**src/rtl/tape_xport_pkg.sv**
```systemverilog
package tape_xport_pkg;

    localparam int CMD_W = 3;
    localparam int CMD_FWD_BIT  = 0;
    localparam int CMD_REV_BIT  = 1;
    localparam int CMD_FAST_BIT = 2;

    typedef struct packed {
        logic fwd;
        logic rev;
        logic fast;
    } motor_t;

    localparam motor_t MOTOR_IDLE = '{fwd: 1'b0, rev: 1'b0, fast: 1'b0};

endpackage

```
**src/rtl/tape_xport_sync.sv**
```systemverilog
module tape_xport_sync #(
    parameter int W      = 4,
    parameter int STAGES = 2
) (
    input  logic         clk,
    input  logic         rst_n,
    input  logic [W-1:0] async_i,
    output logic [W-1:0] sync_o
);
    localparam int LAST = STAGES - 1;

    genvar b;
    generate
        for (b = 0; b < W; b++) begin : g_bit
            logic [STAGES-1:0] chain_d;
            logic [STAGES-1:0] chain_q;

            always_comb begin
                chain_d = {chain_q[STAGES-2:0], async_i[b]};
            end

            always_ff @(posedge clk or negedge rst_n) begin
                if (!rst_n) chain_q <= '0;
                else        chain_q <= chain_d;
            end

            assign sync_o[b] = chain_q[LAST];
        end
    endgenerate
endmodule

```
**src/rtl/tape_xport_motor.sv**
```systemverilog
module tape_xport_motor
    import tape_xport_pkg::*;
(
    input  logic             clk,
    input  logic             rst_n,
    input  logic             cmd_valid_i,
    input  logic [CMD_W-1:0] cmd_i,
    input  logic             sense_s_i,
    input  logic             leader_s_i,
    output motor_t           motor_o
);
    typedef struct packed {
        motor_t mot;
        logic   leader_prev;
    } mstate_t;

    mstate_t st_d, st_q;
    motor_t  decoded;
    logic    leader_rise;
    logic    moving;

    always_comb begin
        decoded = MOTOR_IDLE;
        if (cmd_i[CMD_FWD_BIT] ^ cmd_i[CMD_REV_BIT]) begin
            decoded.fwd  = cmd_i[CMD_FWD_BIT];
            decoded.rev  = cmd_i[CMD_REV_BIT];
            decoded.fast = cmd_i[CMD_FAST_BIT];
        end
    end

    always_comb begin
        leader_rise = leader_s_i & ~st_q.leader_prev;
        moving      = st_q.mot.fwd | st_q.mot.rev;
        st_d             = st_q;
        st_d.leader_prev = leader_s_i;
        if (!sense_s_i) begin
            st_d.mot = MOTOR_IDLE;
        end else if (leader_rise && moving) begin
            st_d.mot = MOTOR_IDLE;
        end else if (cmd_valid_i) begin
            st_d.mot = decoded;
        end
    end

    always_ff @(posedge clk or negedge rst_n) begin
        if (!rst_n) st_q <= '{mot: MOTOR_IDLE, leader_prev: 1'b0};
        else        st_q <= st_d;
    end

    assign motor_o = st_q.mot;

    p_dir_excl_r1: assert property (@(posedge clk) disable iff (!rst_n)
        !(motor_o.fwd && motor_o.rev));

    p_fast_needs_dir_r2: assert property (@(posedge clk) disable iff (!rst_n)
        motor_o.fast |-> (motor_o.fwd || motor_o.rev));

    p_sense_stop_r5: assert property (@(posedge clk) disable iff (!rst_n)
        !sense_s_i |=> (motor_o == MOTOR_IDLE));

    p_leader_stop_r6: assert property (@(posedge clk) disable iff (!rst_n)
        (leader_rise && (motor_o.fwd || motor_o.rev)) |=> (motor_o == MOTOR_IDLE));
endmodule

```
**src/rtl/tape_xport_capture.sv**
```systemverilog
module tape_xport_capture #(
    parameter int BYTE_W = 8
) (
    input  logic              clk,
    input  logic              rst_n,
    input  logic              rclk_s_i,
    input  logic              rdata_s_i,
    input  logic              ack_i,
    output logic [BYTE_W-1:0] byte_o,
    output logic              rdy_o,
    output logic              avail_o,
    output logic              ovr_o
);
    localparam int CW = (BYTE_W > 1) ? $clog2(BYTE_W) : 1;
    localparam logic [CW-1:0] LAST_BIT = CW'(BYTE_W - 1);

    typedef struct packed {
        logic [BYTE_W-1:0] shreg;
        logic [CW-1:0]     cnt;
        logic [BYTE_W-1:0] data;
        logic              rclk_prev;
        logic              rdy;
        logic              avail;
        logic              ovr;
    } cstate_t;

    cstate_t st_d, st_q;
    logic    bit_edge;
    logic    done;
    logic [BYTE_W-1:0] next_sh;

    always_comb begin
        bit_edge = rclk_s_i & ~st_q.rclk_prev;
        next_sh  = {st_q.shreg[BYTE_W-2:0], rdata_s_i};
        done     = bit_edge && (st_q.cnt == LAST_BIT);

        st_d           = st_q;
        st_d.rclk_prev = rclk_s_i;
        st_d.rdy       = done;
        if (bit_edge) begin
            st_d.shreg = next_sh;
            st_d.cnt   = done ? '0 : st_q.cnt + 1'b1;
        end
        if (done) begin
            st_d.data  = next_sh;
            st_d.avail = 1'b1;
            if (st_q.avail && !ack_i) st_d.ovr = 1'b1;
            else if (ack_i)           st_d.ovr = 1'b0;
        end else if (ack_i) begin
            st_d.avail = 1'b0;
            st_d.ovr   = 1'b0;
        end
    end

    always_ff @(posedge clk or negedge rst_n) begin
        if (!rst_n) st_q <= '0;
        else        st_q <= st_d;
    end

    assign byte_o  = st_q.data;
    assign rdy_o   = st_q.rdy;
    assign avail_o = st_q.avail;
    assign ovr_o   = st_q.ovr;

    p_rdy_single_r9: assert property (@(posedge clk) disable iff (!rst_n)
        rdy_o |=> !rdy_o);

    p_rdy_avail_r10: assert property (@(posedge clk) disable iff (!rst_n)
        rdy_o |-> avail_o);

    p_ovr_cause_r10: assert property (@(posedge clk) disable iff (!rst_n)
        $rose(ovr_o) |-> rdy_o);

    p_data_hold_r9: assert property (@(posedge clk) disable iff (!rst_n)
        !rdy_o |-> $stable(byte_o));
endmodule

```
**src/rtl/tape_xport_ctrl.sv**
```systemverilog
module tape_xport_ctrl
    import tape_xport_pkg::*;
#(
    parameter int BYTE_W      = 8,
    parameter int SYNC_STAGES = 2
) (
    input  logic              clk,
    input  logic              rst_n,
    input  logic              cmd_valid_i,
    input  logic [2:0]        cmd_i,
    input  logic              tape_sense_i,
    input  logic              leader_i,
    input  logic              rd_clk_i,
    input  logic              rd_data_i,
    input  logic              byte_ack_i,
    output logic              mot_fwd_o,
    output logic              mot_rev_o,
    output logic              mot_fast_o,
    output logic              present_o,
    output logic              at_leader_o,
    output logic [BYTE_W-1:0] byte_o,
    output logic              byte_rdy_o,
    output logic              byte_avail_o,
    output logic              overrun_o
);
    localparam int NSYNC = 4;

    logic [NSYNC-1:0] raw_in;
    logic [NSYNC-1:0] synced;
    motor_t           motor;

    assign raw_in = {rd_data_i, rd_clk_i, leader_i, tape_sense_i};

    tape_xport_sync #(.W(NSYNC), .STAGES(SYNC_STAGES)) u_sync (
        .clk     (clk),
        .rst_n   (rst_n),
        .async_i (raw_in),
        .sync_o  (synced)
    );

    tape_xport_motor u_motor (
        .clk         (clk),
        .rst_n       (rst_n),
        .cmd_valid_i (cmd_valid_i),
        .cmd_i       (cmd_i),
        .sense_s_i   (synced[0]),
        .leader_s_i  (synced[1]),
        .motor_o     (motor)
    );

    tape_xport_capture #(.BYTE_W(BYTE_W)) u_cap (
        .clk       (clk),
        .rst_n     (rst_n),
        .rclk_s_i  (synced[2]),
        .rdata_s_i (synced[3]),
        .ack_i     (byte_ack_i),
        .byte_o    (byte_o),
        .rdy_o     (byte_rdy_o),
        .avail_o   (byte_avail_o),
        .ovr_o     (overrun_o)
    );

    assign mot_fwd_o   = motor.fwd;
    assign mot_rev_o   = motor.rev;
    assign mot_fast_o  = motor.fast;
    assign present_o   = synced[0];
    assign at_leader_o = synced[1];

    p_status_lag_r7: assert property (@(posedge clk) disable iff (!rst_n)
        (present_o == 1'b0) |-> !(mot_fwd_o || mot_rev_o) || $past(present_o));
endmodule

```
**config.mk**
```make
export PLATFORM = sky130hd
export DESIGN_NAME = tape_xport_ctrl
export DESIGN_NICKNAME = d
export VERILOG_FILES = /design/src/rtl/tape_xport_pkg.sv /design/src/rtl/tape_xport_sync.sv /design/src/rtl/tape_xport_motor.sv /design/src/rtl/tape_xport_capture.sv /design/src/rtl/tape_xport_ctrl.sv
export SDC_FILE = /design/constraint.sdc
export NUM_CORES = 1
export LEC_CHECK = 0
export BUFFER_PORTS_ARGS = -buffer_cell sky130_fd_sc_hd__buf_2
export CAP_MARGIN = 10
export CORE_MARGIN = 5
export CORE_UTILIZATION = 55
export CTS_CLUSTER_SIZE = 30
export DETAILED_ROUTE_END_ITERATION = 16
export PLACE_DENSITY = 0.8
export SETUP_SLACK_MARGIN = 0.15
export SYNTH_ARGS = -nofsm -noshare
export SYNTH_HDL_FRONTEND = slang
export SYNTH_SLANG_ARGS = --single-unit
```
**constraint.sdc**
```tcl
create_clock -name clk -period 3 [get_ports clk]
set_input_delay 0.15 -clock clk [delete_from_list [all_inputs] [get_ports clk]]
set_output_delay 0.15 -clock clk [all_outputs]
set_load 0.02 [all_outputs]
```
==> summary.txt, run 1 <==
Setup Buffers After CTS -> 0
register-to-register setup slack -> 1.50 ns
initial antenna violation count -> 0
starting density of the core -> 58.8%
CTS Buffer Depth -> 2
number of synthesized flops with an enable pin -> 0
met3 wire length -> 131 µm
CP arrival -> 1.72 ns
crit path time final -> 1.50 ns
total negative slack -> 0 ns
met2 wire len -> 1080 µm
top_reg_cell synth -> dfrtp_1
yosys warns -> 0
drt pass-1 iters -> 2
RSZ-0062 raised after global routing -> false
Min-Delay Path Class -> input pin to register
total power -> 1.10 mW
CTS tree -> built
Post-synth ARST share -> 100%
Final setup violation count -> 0
CTS Buf Count -> 5
vias in the first global route -> 876
Mapped Avg Cell Area -> 12.7 µm²
# IOs -> 27
Core Rows -> 17
Max Clock Freq -> 666 MHz
Detail Placement HPWL -> 1530 µm
Critical Path Fanout Max -> 10
Clock Latency Late Sink -> 0.33 ns
root buffer cell -> clkbuf_4
Diodes inserted -> 0
CTS clk-pin slew, worst paths -> 0.10 ns
largest net degree at the start of global routing -> 35
Setup Skew -> 0.00912 ns
DRT antenna net count -> 0
Post-Route WL -> 2160 µm
register area share after synthesis -> 63.6%
synth top area cells -> dfrtp_1 (64%), mux2_4 (9.0%), nand2_1 (7.0%)
DRT iter0 DRCs -> 6
count leader, synth -> dfrtp_1
CP Capture Type -> register
syn nets -> 120
Synth Register Bits -> 34
Area Growth Syn to Fin -> 17.5%
area of all placed cells without fillers -> 1570 µm²
Leak Pwr -> 0.895 nW
final-report hold violation count -> 0
GRT Util Overall -> 14.8%
Yosys top cell by area -> dfrtp_1
Slew HR -> 51.7%
Clock Sinks -> 34
Req. time, crit path -> 3.21 ns
Final Cycle Share -> 50.1%
met1 WL -> 888 µm
DRC viols -> 0
Avg Vias per Cell -> 4.85
top cell type's share of synthesized area -> 63.6%
Clock H-tree levels -> 2
global-route wire length before repair -> 3760 µm
Placement Cell Area -> 1430 µm²
Final Slew Violations -> 0
max-cap check violation count -> 0
GRT Residual Overflow -> 0
Die ar. -> 3520 µm²
Die H -> 59.3 µm
highest routed layer -> met4
Core ar. -> 2280 µm²
Synth Cell Area -> 1340 µm²
FILL cells -> 151
WS Path Type -> register to register
P per Cell Area -> 702 nW/µm²
number of buffers added on ports -> 26
via count -> 791
library cells used by synthesis -> 20
WL per Instance -> 13.3 µm
CP startpoint kind -> register
most frequent cells after synthesis -> dfrtp_1 (34), nand2_1 (25), buf_4 (8), mux2_4 (8)
status -> completed
Final nets -> 149
Post-CTS Hold Fix Bufs -> 6
fraction of layout cells with a size suffix above 1 -> 33.3%
Worst IR Drop VDD -> 0.548 mV
CTS resizes -> 0
routability cong. -> 0.824
measured slew at the worst slew-check pin -> 0.725 ns
synthesized instance count -> 105
Die Wd -> 59.3 µm
## state kept, by name, indices dropped and copies added, names as in the netlist
register,flops
u_cap.st_q,4
u_cap.rdy_o,1
u_cap.avail_o,1
u_cap.byte_o,8
u_sync.g_bit.chain_q,8
u_motor.motor_o,3
u_cap.next_sh,7
u_cap.ovr_o,1
u_motor.st_q,1
## cell type report
| type | count | area (µm²) | share of cell area, % |
|---|---|---|---|
| sequential | 34 | 851 | 54.1 |
| multi-input combinational | 57 | 402 | 25.6 |
| timing repair buffer | 32 | 190 | 12.1 |
| clock buffer | 8 | 78.8 | 5.02 |
| tap | 28 | 35.0 | 2.23 |
| inverter | 4 | 15.0 | 0.955 |
## power by group
part / internal (mW) / switching (mW)
Sequential: 0.533 / 0.0445
Clock: 0.160 / 0.142
Combinational: 0.106 / 0.118
Total: 0.798 / 0.305
## stage by stage
stage	hold slack [ns]	instances	setup WS, ns	util (%)
4_1_cts	0.0539	163	1.50	69.0
3_5_place_dp	0.245	149	1.52	62.9
3_3_place_gp	0.231	149	1.57	62.9
2_1_floorplan	-0.146	105	1.61	-
6_report	0.0605	163	1.50	69.0
5_1_grt	0.0537	163	1.44	69.0
## cells by family (layout without fill, tap and decap cells)
family / after synthesis / in the layout / share of synthesized area, %
muxes: 10 / 10 / 10.5
DFF: 34 / 34 / 63.6
and+or+nand+nor: 38 / 38 / 13.5
AOI/OAI and AO/OA: 5 / 5 / 2.34
buffers and inverters: 14 / 44 / 6.36
adders and majority gates: 4 / 4 / 3.74
## worst paths after layout
| check | start | endpoint | depth (start not counted) |
|---|---|---|---|
| worst max-delay path | u_cap.st_q[12] | u_cap.byte_o[1] | 4 |
| worst min-delay path | cmd_valid_i | u_motor.motor_o[0] | 2 |
| worst max register to register | u_cap.st_q[12] | u_cap.byte_o[1] | 4 |
| worst min register to register | u_sync.g_bit[2].chain_q[0] | u_sync.g_bit[2].chain_q[1] | 0 |
| max in group asynchronous | rst_n | u_cap.byte_o[1] | 2 |
| min in group asynchronous | rst_n | u_cap.byte_o[4] | 2 |
## per-layer routing
metal | vias to the layer above | track usage, %
met5 | - | 0
met4 | 0 | 8.74
met3 | 7 | 5.01
met2 | 17 | 25.0
met1 | 377 | 16.0
li1 | 390 | -
## layout by cell type, fill, tap and decap left out, types with 2 or more instances in the layout
cell type and n:
dfrtp_1 34, clkbuf_4 5, inv_1 3, clkbuf_8 3
nand2_1 25, o21ai_1 2, ha_1 4, mux2i_1 2
mux2_4 8, nand3b_1 2, nor2_1 4, dlygate4sd3_1 6
buf_2 26, nand2b_1 3
## worst max-delay path, stage by stage, from the launching register on
cell	delay, ns
dfrtp_1	0.41
ha_1	0.22
ha_1	0.25
nand2_4	0.19
mux2_4	0.32
Power figures use the tool's default switching activity.
==> run 2, diff against run 1 <==
- CORE_UTILIZATION: 55 -> 52
- PLACE_DENSITY: 0.8 -> 0.76
- clock period: 3 -> 1.4 ns (I/O delays scaled with it)
==> run 2 against run 1 <==
Net effect: setup slack got worse by 1.4 ns; maximum frequency increased by 16%; flip-flop and latch count unchanged; cell count increased by 8.0%; sequential share of layout area decreased by 3.8 points; global-route usage decreased by 0.14 points; sequential power increased by 120%; die area increased by 4.8%; via count increased by 5.2%; total power increased by 120%.
==> summary.txt, run 2 (synthesis results as in run 1) <==
Final Cycle Share -> 92.5% (was 50.1%)
DRT antenna net count -> 0 (unchanged)
Sw Ratio -> 29.4% (was 27.6%)
FILL cells -> 192 (was 151)
CTS Buf Count -> 5 (unchanged)
CP arrival -> 1.51 ns (was 1.72 ns)
CTS tree -> built (unchanged)
Critical Path Fanout Max -> 5 (was 10)
Die H -> 60.7 µm (was 59.3 µm)
final-report hold violation count -> 0 (unchanged)
# IOs -> 27 (unchanged)
initial antenna violation count -> 0 (unchanged)
GRT Residual Overflow -> 0 (unchanged)
reg2reg path depth -> 4 (unchanged)
register-to-register setup slack -> 0.10 ns (was 1.50 ns)
status -> completed (unchanged)
WS Path Type -> register to register (unchanged)
total power -> 2.38 mW (was 1.10 mW)
Detail Placement HPWL -> 1540 µm (was 1530 µm)
Min-Delay Path Class -> input pin to register (unchanged)
largest net degree at the start of global routing -> 35 (unchanged)
Die Wd -> 60.7 µm (was 59.3 µm)
Flop pwr share -> 52.9% (was 52.3%)
Max Clock Freq -> 772 MHz (was 666 MHz)
vias in the first global route -> 858 (was 876)
Clock Latency Late Sink -> 0.32 ns (was 0.33 ns)
DRT iter0 DRCs -> 14 (was 6)
Area Growth Syn to Fin -> 26.5% (was 17.5%)
DRC viols -> 0 (unchanged)
Comb pwr share -> 24.3% (was 20.3%)
hold_sp -> cmd_i[1] (was cmd_valid_i)
Core Rows -> 18 (was 17)
crit path time final -> 1.30 ns (was 1.50 ns)
hold slack -> 0.136 ns (was 0.0605 ns)
slowest cell on the critical path -> dfrtp_1 (unchanged)
total negative slack -> 0 ns (unchanged)
routability cong. -> 0.688 (was 0.824)
commonest non-fill, non-tap cells in the layout -> dfrtp_1 (34), buf_2 (26), nand2_1 (25) (unchanged)
P_int -> 1.68 mW (was 798 µW)
drt pass-1 iters -> 4 (was 2)
measured slew at the worst slew-check pin -> 0.407 ns (was 0.725 ns)
GRT Util Overall -> 14.7% (was 14.8%)
CP Capture Type -> register (unchanged)
Storage cell area -> 851 µm² (unchanged)
Post-Route WL -> 2300 µm (was 2160 µm)
Setup Skew -> 0.00863 ns (was 0.00912 ns)
root buffer cell -> clkbuf_4 (unchanged)
via count -> 832 (was 791)
Clock H-tree levels -> 2 (unchanged)
CP max stage delay -> 0.43 ns (was 0.41 ns)
Final nets -> 160 (was 149)
Hold Path Cell Cnt -> 4 (was 2)
CP startpoint kind -> register (unchanged)
RR Endpoint -> u_cap.byte_o[4] (was u_cap.byte_o[1])
Avg Vias per Cell -> 4.73 (was 4.85)
starting density of the core -> 54.0% (was 58.8%)
commonest non-fill, non-tap cell in the layout -> dfrtp_1 (unchanged)
fraction of layout cells with a size suffix above 1 -> 39.0% (was 33.3%)
worst path cell trace -> ha_4 -> ha_4 -> nand2_4 -> mux2_4 (was ha_1 -> ha_1 -> nand2_4 -> mux2_4)
Final Slew Violations -> 0 (unchanged)
total net switching power -> 700 µW (was 305 µW)
Leak Pwr -> 0.934 nW (was 0.895 nW)
Worst IR Drop VDD -> 1.10 mV (was 0.548 mV)
critical path startpoint -> u_cap.st_q[12] (unchanged)
Core ar. -> 2480 µm² (was 2280 µm²)
number of buffers added on ports -> 26 (unchanged)
WHS Endpoint -> u_motor.motor_o[0] (unchanged)
Diodes inserted -> 0 (unchanged)
Clock Sinks -> 34 (unchanged)
area of the multi-input gates -> 458 µm² (was 402 µm²)
WL per Instance -> 13.1 µm (was 13.3 µm)
max-cap check violation count -> 0 (unchanged)
CTS Buffer Depth -> 2 (unchanged)
Clock Power Share -> 22.8% (was 27.4%)
Req. time, crit path -> 1.61 ns (was 3.21 ns)
Final setup violation count -> 0 (unchanged)
RSZ-0062 raised after global routing -> true (was false)
P per Cell Area -> 1410 nW/µm² (was 702 nW/µm²)
most frequent CP cell -> ha_4 (was ha_1)
Worst R2R Start -> u_cap.st_q[12] (unchanged)
global-route wire length before repair -> 3930 µm (was 3760 µm)
Die ar. -> 3690 µm² (was 3520 µm²)
CTS clk-pin slew, worst paths -> 0.10 ns (about the same)
Slew HR -> 72.9% (was 51.7%)
## run 2: cell types whose count changed in the layout (fill, tap and decap cells not counted), sizes merged
cell,before,now
buf,26,34
clkbuf,8,7
clkinv,0,1
dlygate4sd3,6,8
nand2,26,27
## run 2: worst max path at each step
stage                           end  depth (start not counted)
floorplan           u_cap.byte_o[0]                          4
global placement    u_cap.byte_o[2]                          4
detailed placement  u_cap.byte_o[5]                          4
CTS                 u_cap.byte_o[1]                          4
global route        u_cap.byte_o[4]                          4
finish              u_cap.byte_o[4]                          4
## run 2: worst max-delay path, delay by kind of cell, from the launching register on
| family | cells | cell delay, ns |
|---|---|---|
| mux | 1 | 0.30 |
| simple gates | 1 | 0.10 |
| flops | 1 | 0.43 |
| fa+ha+maj | 2 | 0.36 |
## run 2: cell type report
cell class	count	share of cell area, %
multi-input combinational	58	27.1
clock inverter	1	0.296
clock buffer	7	3.25
timing repair buffer	42	16.0
sequential	34	50.3
tap	30	2.22
inverter	4	0.888
## run 2: what timing repair did
action | in CTS | in global routing
hold endpoints to repair | 41 | 0
pin swaps | 1 | 0
cloned | 1 | 0
setup endpoints to repair | 8 | 12
hold buffers | 8 | 0
buffers inserted | 5 | 1
resized for setup | 0 | 3
## run 2: stage by stage
step	instances	worst slack, ns	area, µm²	util, %
4_1_cts	175	0.112	1660	67.1
5_1_grt	176	0.0732	1690	68.3
3_5_place_dp	153	0.0667	1470	59.5
6_report	176	0.104	1690	68.3
3_3_place_gp	153	0.110	1470	59.5
2_1_floorplan	105	0.132	1360	-
## run 2: layer usage
| layer | wire length [µm] | share of wire [%] | up-vias | track usage, % |
|---|---|---|---|---|
| met5 | 0 | 0 | - | 0 |
| met4 | 26 | 1.1 | 0 | 5.57 |
| met3 | 144 | 6.3 | 4 | 5.11 |
| met2 | 1150 | 50 | 19 | 22.6 |
| met1 | 980 | 43 | 398 | 19.3 |
| li1 | - | - | 411 | - |
## run 2: power by group through the flow
stage	sequential, mW	clock (mW)	combinational, mW
global route	1.28	0.611	0.638
detailed placement	1.27	0	0.509
floorplan	1.26	0	0.426
finish	1.26	0.542	0.578
global placement	1.26	0	0.481
CTS	1.25	0.562	0.558
==> run 3, diff against run 2 <==
- ABC_AREA: default -> 1
- CORE_UTILIZATION: 52 -> 53
- HOLD_SLACK_MARGIN: default -> 0.06
- PLACE_DENSITY: 0.76 -> 0.77
==> run 3 against run 2 <==
Net effect: cell count up 18%; clock skew down 0.0041 ns; register-to-register slack better by 0.11 ns; synthesized cell count up 35%; area after synthesis up 3.6%; flip-flop and latch count unchanged; first-iteration DRC count rose to 3.9 times the previous value; critical path type unchanged.
==> summary.txt, run 3 <==
status -> completed (unchanged)
top_reg_cell synth -> dfrtp_1 (unchanged)
GRT Util Overall -> 15.6% (was 14.7%)
Avg Vias per Cell -> 4.63 (was 4.73)
Mapped Avg Cell Area -> 9.76 µm² (was 12.7 µm²)
Clock Sinks -> 34 (unchanged)
DRC viols -> 0 (unchanged)
Sw Ratio -> 33.5% (was 29.4%)
commonest non-fill, non-tap cell in the layout -> nand2_1 (was dfrtp_1)
starting density of the core -> 55.5% (was 54.0%)
synth top area cells -> dfrtp_1 (61%), nand2_1 (17%), inv_1 (4.6%) (was dfrtp_1 (64%), mux2_4 (9.0%), nand2_1 (7.0%))
synthesized instance count -> 142 (was 105)
Detail Placement HPWL -> 1550 µm (was 1540 µm)
fin cells -> 207 (was 176)
CTS tree -> built (unchanged)
top cell type's share of synthesized area -> 61.4% (was 63.6%)
Core Rows -> 18 (unchanged)
Setup Skew -> 0.00455 ns (was 0.00863 ns)
total negative slack -> 0 ns (unchanged)
CTS Buffer Depth -> 2 (unchanged)
Core ar. -> 2500 µm² (was 2480 µm²)
fraction of layout cells with a size suffix above 1 -> 26.0% (was 39.0%)
final-report hold violation count -> 0 (unchanged)
CP arrival -> 1.46 ns (was 1.51 ns)
worst path cell trace -> ha_2 -> ha_4 -> inv_4 -> nand2_1 -> nand2_1 -> o21ai_0 -> inv_1 (was ha_4 -> ha_4 -> nand2_4 -> mux2_4)
max-cap check violation count -> 0 (unchanged)
Die H -> 61.1 µm (was 60.7 µm)
Final Util -> 66.3% (was 68.3%)
P_int -> 1.67 mW (was 1.68 mW)
Final Cycle Share -> 84.7% (was 92.5%)
number of buffers added on ports -> 26 (unchanged)
reg2reg path depth -> 7 (was 4)
yosys warns -> 0 (unchanged)
WL per Instance -> 11.5 µm (was 13.1 µm)
P per Cell Area -> 1520 nW/µm² (was 1410 nW/µm²)
CP max stage delay -> 0.40 ns (was 0.43 ns)
# IOs -> 27 (unchanged)
Synth Cell Area -> 1390 µm² (was 1340 µm²)
Critical Path Fanout Max -> 4 (was 5)
Final setup violation count -> 0 (unchanged)
Leak Pwr -> 0.980 nW (was 0.934 nW)
Post-synth ARST share -> 100% (unchanged)
slowest cell on the critical path -> dfrtp_1 (unchanged)
CTS clk-pin slew, worst paths -> 0.10 ns (about the same)
initial antenna violation count -> 0 (unchanged)
Hold Path Cell Cnt -> 5 (was 4)
final worst slack -> 0.215 ns (was 0.104 ns)
Worst R2R Start -> u_cap.st_q[12] (unchanged)
register area share after synthesis -> 61.4% (was 63.6%)
Clock Latency Late Sink -> 0.32 ns (about the same)
measured slew at the worst slew-check pin -> 0.414 ns (was 0.407 ns)
area of all placed cells without fillers -> 1660 µm² (was 1690 µm²)
root buffer cell -> clkbuf_4 (unchanged)
CP startpoint kind -> register (unchanged)
hold slack -> 0.0963 ns (was 0.136 ns)
via count -> 958 (was 832)
Synth Register Bits -> 34 (unchanged)
GRT Residual Overflow -> 0 (unchanged)
commonest non-fill, non-tap cells in the layout -> nand2_1 (61), dfrtp_1 (34), buf_2 (26) (was dfrtp_1 (34), buf_2 (26), nand2_1 (25))
CTS Buf Count -> 5 (unchanged)
Die Wd -> 61.1 µm (was 60.7 µm)
Post-Route WL -> 2370 µm (was 2300 µm)
WHS Endpoint -> u_motor.motor_o[2] (was u_motor.motor_o[0])
Final nets -> 191 (was 160)
Comb pwr share -> 26.9% (was 24.3%)
Clock Power Share -> 22.0% (was 22.8%)
CP bufs+invs -> 2 (was 0)
Yosys top cell by area -> dfrtp_1 (unchanged)
hold_sp -> cmd_valid_i (was cmd_i[1])
number of synthesized flops with an enable pin -> 0 (unchanged)
RSZ-0062 raised after global routing -> false (was true)
Final Slew Violations -> 0 (unchanged)
crit path time final -> 1.19 ns (was 1.30 ns)
global-route wire length before repair -> 4140 µm (was 3930 µm)
Req. time, crit path -> 1.67 ns (was 1.61 ns)
Flop pwr share -> 51.0% (was 52.9%)
routability cong. -> 0.722 (was 0.688)
placed insts -> 190 (was 153)
largest net degree at the start of global routing -> 35 (unchanged)
library cells used by synthesis -> 15 (was 20)
count leader, synth -> nand2_1 (was dfrtp_1)
Clock H-tree levels -> 2 (unchanged)
Worst IR Drop VDD -> 1.02 mV (was 1.10 mV)
register-to-register setup slack -> 0.21 ns (was 0.10 ns)
Min-Delay Path Class -> input pin to register (unchanged)
Slew HR -> 72.4% (was 72.9%)
Max Clock Freq -> 844 MHz (was 772 MHz)
crit-path leading delay family -> flip-flops (unchanged)
DRT antenna net count -> 0 (unchanged)
total net switching power -> 843 µW (was 700 µW)
Diodes inserted -> 0 (unchanged)
syn nets -> 157 (was 120)
Place WS -> 0.0371 ns (was 0.0667 ns)
DRT iter0 DRCs -> 55 (was 14)
drt pass-1 iters -> 4 (unchanged)
Die ar. -> 3740 µm² (was 3690 µm²)
Placement Cell Area -> 1490 µm² (was 1470 µm²)
most frequent CP cell -> nand2_1 (was ha_4)
WS Path Type -> register to register (unchanged)
most frequent cells after synthesis -> nand2_1 (61), dfrtp_1 (34), inv_1 (17) (was dfrtp_1 (34), nand2_1 (25), buf_4 (8), mux2_4 (8))
CP Capture Type -> register (unchanged)
Area Growth Syn to Fin -> 19.6% (was 26.5%)
vias in the first global route -> 991 (was 858)
RR Endpoint -> u_cap.st_q[13] (was u_cap.byte_o[4])
total power -> 2.52 mW (was 2.38 mW)
run 3: changes by cell type in the layout (fill, tap and decap cells not counted), sizes merged, moves of 2 or more:
cell / delta
nand2b: -3
mux2i: -2
nand3: +6
mux2: -8
buf: -5
inv: +13
nand2: +36
o21ai: +2
run 3: worst max path at each step:
stage	startpoint	endpoint	slack, ns	depth (start not counted)
after floorplan	u_cap.st_q[12]	u_cap.st_q[14]	0.17	7
after CTS	u_cap.st_q[12]	u_cap.st_q[13]	0.14	7
final	u_cap.st_q[12]	u_cap.st_q[13]	0.21	7
after detailed placement	u_cap.st_q[12]	u_cap.st_q[13]	0.04	7
after global routing	u_cap.st_q[12]	u_cap.st_q[13]	0.16	7
after global placement	u_cap.st_q[12]	u_cap.st_q[13]	0.14	7
run 3: layer usage:
layer	GRT usage [%]	vias to the layer above	wire, µm
met5	0	-	0
met4	4.64	0	29
met3	6.92	4	135
met2	27.3	22	1250
met1	16.9	445	952
li1	-	487	-
run 3: final cells by class:
| type | instances | area [µm²] |
|---|---|---|
| multi-input combinational | 82 | 420 |
| clock inverter | 1 | 5.00 |
| tap | 30 | 37.5 |
| clock buffer | 7 | 55.1 |
| timing repair buffer | 36 | 223 |
| inverter | 17 | 66.3 |
| fill | 201 | 842 |
| sequential | 34 | 851 |
run 3: power by group through the flow:
stage	logic [mW]	registers (mW)	clock network, mW
floorplan	0.523	1.29	0
global placement	0.585	1.28	0
detailed placement	0.621	1.29	0
CTS	0.648	1.28	0.582
global route	0.772	1.30	0.629
finish	0.678	1.28	0.555
run 3: kinds of logic after synthesis:
| kind of cell | share of synthesized area [%] |
|---|---|
| AOI/OAI and AO/OA | 1.99 |
| DFF | 61.4 |
| adders and majority gates | 3.61 |
| buffers and inverters | 9.75 |
| and+or+nand+nor | 23.3 |
run 3: worst min-delay path, stage by stage:
cell and delay, ns:
buf_2 0.10, nand3_1 0.07, nand2_1 0.06, nand2_1 0.05, inv_1 0.04
run 3: timing repair:
action                                  in CTS  in global routing
gates cloned                                 0                  0
endpoints found under the hold margin       41                  0
buffers inserted                             2                  0
endpoints found under the setup margin      11                 10
resized for setup                            2                  4
pin swaps                                    1                  0
hold buffers                                 7                  0
